File: src/rtl/i2c_dma_slave_rx.sv
module i2c_dma_slave_rx #(
  parameter int SYNC_STAGES = 2
) (
  input  logic       clk,
  input  logic       rst_n,
  input  logic       scl_i,
  input  logic       sda_i,
  output logic       scl_hold_o,
  output logic       sda_ack_o,
  input  logic [6:0] dev_addr_i,
  output logic       irq_o,
  output logic       start_flag_o,
  output logic       stop_flag_o,
  input  logic       irq_clr_i,
  input  logic       start_clr_i,
  input  logic       stop_clr_i,
  output logic       wake_o,
  output logic       dma_req_o,
  input  logic       dma_ack_i,
  output logic [7:0] rx_byte_o
);

  typedef enum logic [1:0] {IDLE, ADDR, DATA} phase_t;

  logic [SYNC_STAGES-1:0] scl_sync, sda_sync;
  logic scl_s, sda_s, scl_d, sda_d;
  logic scl_rise, scl_fall, start_det, stop_det;
  phase_t phase;
  logic [7:0] shreg;
  logic [3:0] cnt;
  logic in_ack, hold_cpu, addr_hit;

  always_ff @(posedge clk or negedge rst_n) begin
    if (!rst_n) begin
      scl_sync <= '1;
      sda_sync <= '1;
      scl_d    <= 1'b1;
      sda_d    <= 1'b1;
    end else begin
      scl_sync <= {scl_sync[SYNC_STAGES-2:0], scl_i};
      sda_sync <= {sda_sync[SYNC_STAGES-2:0], sda_i};
      scl_d    <= scl_s;
      sda_d    <= sda_s;
    end
  end

  assign scl_s     = scl_sync[SYNC_STAGES-1];
  assign sda_s     = sda_sync[SYNC_STAGES-1];
  assign scl_rise  = scl_s & ~scl_d;
  assign scl_fall  = ~scl_s & scl_d;
  assign start_det = scl_s & scl_d & sda_d & ~sda_s;
  assign stop_det  = scl_s & scl_d & ~sda_d & sda_s;
  assign addr_hit  = (shreg[7:1] == dev_addr_i) & ~shreg[0];
  assign scl_hold_o = hold_cpu | dma_req_o;

  always_ff @(posedge clk or negedge rst_n) begin
    if (!rst_n) begin
      phase        <= IDLE;
      shreg        <= '0;
      cnt          <= '0;
      in_ack       <= 1'b0;
      sda_ack_o    <= 1'b0;
      hold_cpu     <= 1'b0;
      irq_o        <= 1'b0;
      start_flag_o <= 1'b0;
      stop_flag_o  <= 1'b0;
      wake_o       <= 1'b0;
      dma_req_o    <= 1'b0;
      rx_byte_o    <= '0;
    end else begin
      wake_o <= 1'b0;
      if (irq_clr_i) begin
        irq_o    <= 1'b0;
        hold_cpu <= 1'b0;
      end
      if (start_clr_i) start_flag_o <= 1'b0;
      if (stop_clr_i)  stop_flag_o  <= 1'b0;
      if (dma_ack_i)   dma_req_o    <= 1'b0;

      if (start_det) begin
        phase     <= ADDR;
        cnt       <= '0;
        in_ack    <= 1'b0;
        sda_ack_o <= 1'b0;
      end else if (stop_det) begin
        if (phase == DATA) begin
          stop_flag_o <= 1'b1;
          irq_o       <= 1'b1;
        end
        phase     <= IDLE;
        cnt       <= '0;
        in_ack    <= 1'b0;
        sda_ack_o <= 1'b0;
      end else if (phase != IDLE) begin
        if (scl_rise && !in_ack && cnt < 4'd8) begin
          shreg <= {shreg[6:0], sda_s};
          cnt   <= cnt + 4'd1;
        end else if (scl_fall && !in_ack && cnt == 4'd8) begin
          if (phase == DATA || addr_hit) begin
            sda_ack_o <= 1'b1;
            in_ack    <= 1'b1;
          end else begin
            phase <= IDLE;
          end
        end else if (scl_fall && in_ack) begin
          sda_ack_o <= 1'b0;
          in_ack    <= 1'b0;
          cnt       <= '0;
          if (phase == ADDR) begin
            phase        <= DATA;
            irq_o        <= 1'b1;
            start_flag_o <= 1'b1;
            wake_o       <= 1'b1;
            hold_cpu     <= 1'b1;
          end else begin
            rx_byte_o <= shreg;
            dma_req_o <= 1'b1;
          end
        end
      end
    end
  end


  wake_single_chk: assert property (@(posedge clk) disable iff (!rst_n)
    wake_o |=> !wake_o);


  req_persist_chk: assert property (@(posedge clk) disable iff (!rst_n)
    (dma_req_o && !dma_ack_i) |=> dma_req_o);


  req_drop_chk: assert property (@(posedge clk) disable iff (!rst_n)
    dma_ack_i |=> !dma_req_o);


  byte_frozen_chk: assert property (@(posedge clk) disable iff (!rst_n)
    (dma_req_o && !dma_ack_i) |=> $stable(rx_byte_o));


  start_keep_chk: assert property (@(posedge clk) disable iff (!rst_n)
    (start_flag_o && !start_clr_i) |=> start_flag_o);


  irq_cause_chk: assert property (@(posedge clk) disable iff (!rst_n)
    $rose(irq_o) |-> (start_flag_o || stop_flag_o));

endmodule

File: config.mk
export PLATFORM = sky130hd
export DESIGN_NAME = i2c_dma_slave_rx
export DESIGN_NICKNAME = d
export VERILOG_FILES = /design/src/rtl/i2c_dma_slave_rx.sv
export SDC_FILE = /design/constraint.sdc
export NUM_CORES = 1
export LEC_CHECK = 0
export CORE_ASPECT_RATIO = 0.6
export CORE_UTILIZATION = 50
export DETAILED_ROUTE_END_ITERATION = 6
export PLACE_DENSITY = 0.78
export SLEW_MARGIN = 5
export SYNTH_ARGS = -nofsm -noshare
export SYNTH_HDL_FRONTEND = slang
export SYNTH_SLANG_ARGS = --single-unit
File: constraint.sdc
create_clock -name clk -period 2 [get_ports clk]
set_input_delay 0.4 -clock clk [delete_from_list [all_inputs] [get_ports clk]]
set_output_delay 0.4 -clock clk [all_outputs]
set_load 0.005 [all_outputs]
==> flow_summary.json, run 1 <==
{
  "rows": 15,
  "setup_tns_ns": 0,
  "worst_pin_slew_ns": 0.471,
  "grt_max_degree": 36,
  "htree_levels": 2,
  "min_period_ns": 1.80,
  "crit_fanout": 11,
  "syn2layout_area_growth_pct": 29.6,
  "ant_nets": 0,
  "numCtsBuffers": 5,
  "worstPathArrival_ns": 1.97,
  "worstPathRequired_ns": 2.17,
  "vdd_drop_max_mv": 0.598,
  "ys_top_cells_by_area": "dfrtp_1 48%, mux2_2 13%, dfstp_2 10%",
  "whs_endpoint": "sda_sync[1]",
  "clk_path_buf_depth": 2,
  "synth-edff-count": 0,
  "cts_resized": 0,
  "ff_latch_area_um2": 883,
  "cts_hold_buf": 0,
  "status": "complete, no violations",
  "fillers": 217,
  "cts-root-buf": "clkbuf_8",
  "async_flop_share": 1.00,
  "clock-sinks": 35,
  "start_util": 0.525,
  "switching_power_uw": 469,
  "drt_pass1_iterations": 6,
  "wl_um": 2740,
  "synth_cells": 116,
  "grtUsageTotal": 0.188,
  "diodes": 0,
  "routedWlPerCell_um": 13.8,
  "port_buffers": 29,
  "cts_setup_buffers": 0,
  "clk_pin_slew_ns": 0.07,
  "drc_errors": 0,
  "place_inst": 190,
  "rrSetupSlack_ns": 0.20,
  "critPathMaxStageDelay_ns": 0.53,
  "via_count": 1024,
  "clock.fmax_ghz": 0.556,
  "via_per_inst": 5.17,
  "fin_crit_sh": 0.899,
  "dieHeight_um": 44.6,
  "die_w_um": 72.9,
  "crit_chain": "or4b_4, nor2_1, buf_4, mux2_2",
  "seq_area_frac_synth": 0.585,
  "grt_pass1_wl_um": 4370,
  "skew_ns": 0.00558,
  "relSlewSlack": 0.685,
  "p_clk_frac": 0.291,
  "syn_avg_cell_area_um2": 13.0,
  "hold_class": "reg2reg",
  "synth_area_leader_cell": "dfrtp_1",
  "cp_slowest_cell": "dfstp_2",
  "setup_viol": 0,
  "maxSlewViolCount": 0,
  "routabilityCongestion": 0.794,
  "io_pins": 30,
  "fin_util": 0.681,
  "antenna_found_initial": 0,
  "ys_ff_latch": 35,
  "drtIter0Drc": 68,
  "internal_power_uw": 1220,
  "drive_gt1_frac": 0.256,
  "hold_ws_ns": 0.356,
  "clk_latency_ns": 0.29,
  "reg2reg_from": "scl_sync[1]",
  "multi_input_area_um2": 581,
  "gr-total-overflow": 0,
  "grt_pass1_vias": 963,
  "total_leakage_power_uw": 0.000873,
  "p_comb_frac": 0.159,
  "yosys_warnings": 0,
  "path_class": "reg2reg",
  "rsz0062_at_grt": "no",
  "end_kind": "register",
  "switching_share": 0.277,
  "nets": 172,
  "p_seq_frac": 0.549,
  "synth_fp_nets": 133,
  "worstSetupStartpointType": "register",
  "cts_tree": "done",
  "min_delay_path_depth": 0,
  "die_area_mm2": 0.00325,
  "core_area_mm2": 0.00287,
  "hold_viol": 0,
  "p_per_area_mw_per_mm2": 865,
  "stdcell_count": 198,
  "synth_top_area_frac": 0.481,
  "place_hpwl_um": 1970,
  "synth_area_mm2": 0.00151,
  "synth_ff_type": "dfrtp_1",
  "yosysUniqueCellTypes": 33,
  "hold_path.startpoint": "sda_sync[0]",
  "rr_worst_depth": 4,
  "timing.rr.end": "shreg[6]",
  "max-cap-violations": 0
}
[cells by family after synthesis]
family                     Yosys count  share of synthesized area
DFF                                 35                      0.585
muxes                               18                      0.134
adders and majority gates            2                     0.0166
and+or+nand+nor                     30                      0.119
buffers and inverters                9                     0.0299
AOI/OAI and AO/OA                   14                     0.0680
xor gates and xnor gates             8                     0.0464
[worst max-delay path by stage]
| stage | to | cells after the start | slack, ns | from |
|---|---|---|---|---|
| after global routing | shreg[6] | 4 | 0.17 | scl_sync[1] |
| after global placement | in_ack | 5 | 0.20 | dev_addr_i[3] |
| final | shreg[6] | 4 | 0.20 | scl_sync[1] |
| after CTS | shreg[6] | 4 | 0.19 | scl_sync[1] |
| after detailed placement | in_ack | 5 | 0.18 | dev_addr_i[4] |
| after floorplan | shreg[1] | 4 | 0.18 | scl_sync[1] |
[per-layer routing]
metal | GRT usage | vias up | wire, um
met5 | 0 | - | 0
li1 | - | 489 | -
met4 | 0.0941 | 0 | 46
met1 | 0.264 | 501 | 1420
met3 | 0.0547 | 8 | 119
met2 | 0.269 | 26 | 1160
[area by class of cell]
class / count / area share
Clock inverter: 2 / 0.00640
Timing Repair Buffer: 34 / 0.168
Tap cell: 42 / 0.0269
Multi-Input combinational cell: 72 / 0.297
Clock buffer: 6 / 0.0371
Inverter: 7 / 0.0134
Sequential cell: 35 / 0.452
[critical path: cells and delay by family, from the launching register on]
family | cells | cell delay [ns]
flops | 1 | 0.53
simple gates | 2 | 0.61
buf+inv | 1 | 0.20
mux | 1 | 0.35
[state kept, by name, indices dropped and copies added (netlist names), 2 cells and up]
register	cells
cnt	4
phase	2
rx_byte_o	8
scl_sync	2
sda_sync	2
shreg	8
[power by group through the flow]
stage | registers [uW] | logic (uW) | clock network [uW]
final | 929 | 270 | 493
after global routing | 946 | 300 | 528
after CTS | 929 | 275 | 504
after detailed placement | 942 | 273 | 0
after global placement | 939 | 266 | 0
after floorplan | 910 | 196 | 0
[synthesized netlist by cell type, drive strengths merged (2+ instances only)]
cell type / instances
dfrtp: 29
mux2: 18
xor2: 8
inv: 7
dfstp: 6
nor2: 6
nand2: 5
nand3: 5
o21ai: 5
buf: 2
ha: 2
nand4b: 2
nor4: 2
[through the flow]
stage	worst slack, ns	power [uW]	instance area [um2]
2_1_floorplan	0.178	1110	1510
3_3_place_gp	0.196	1200	1870
3_5_place_dp	0.177	1210	1870
4_1_cts	0.190	1710	1960
5_1_grt	0.174	1770	1960
6_report	0.203	1690	1960
[layout by cell type (no fill, tap or decap), types with 2 or more instances in the layout]
cell              n
buf_4             5
clkbuf_8          5
clkdlybuf4s50_1  29
dfrtp_1          29
dfstp_2           6
ha_1              2
inv_1             7
mux2_2           18
nand2_1           5
nand3_1           5
nand4b_1          2
nor2_1            6
nor4_1            2
o21ai_0           5
xor2_1            8
Power figures use the tool's default switching activity.
==> inputs of run 2 (changes only) <==
Settings changed: GPL_ROUTABILITY_DRIVEN set to 0, SKIP_LAST_GASP set to 1.
==> results of run 2 <==
No change in the layout: final DEF, timing and power equal those of run 1.
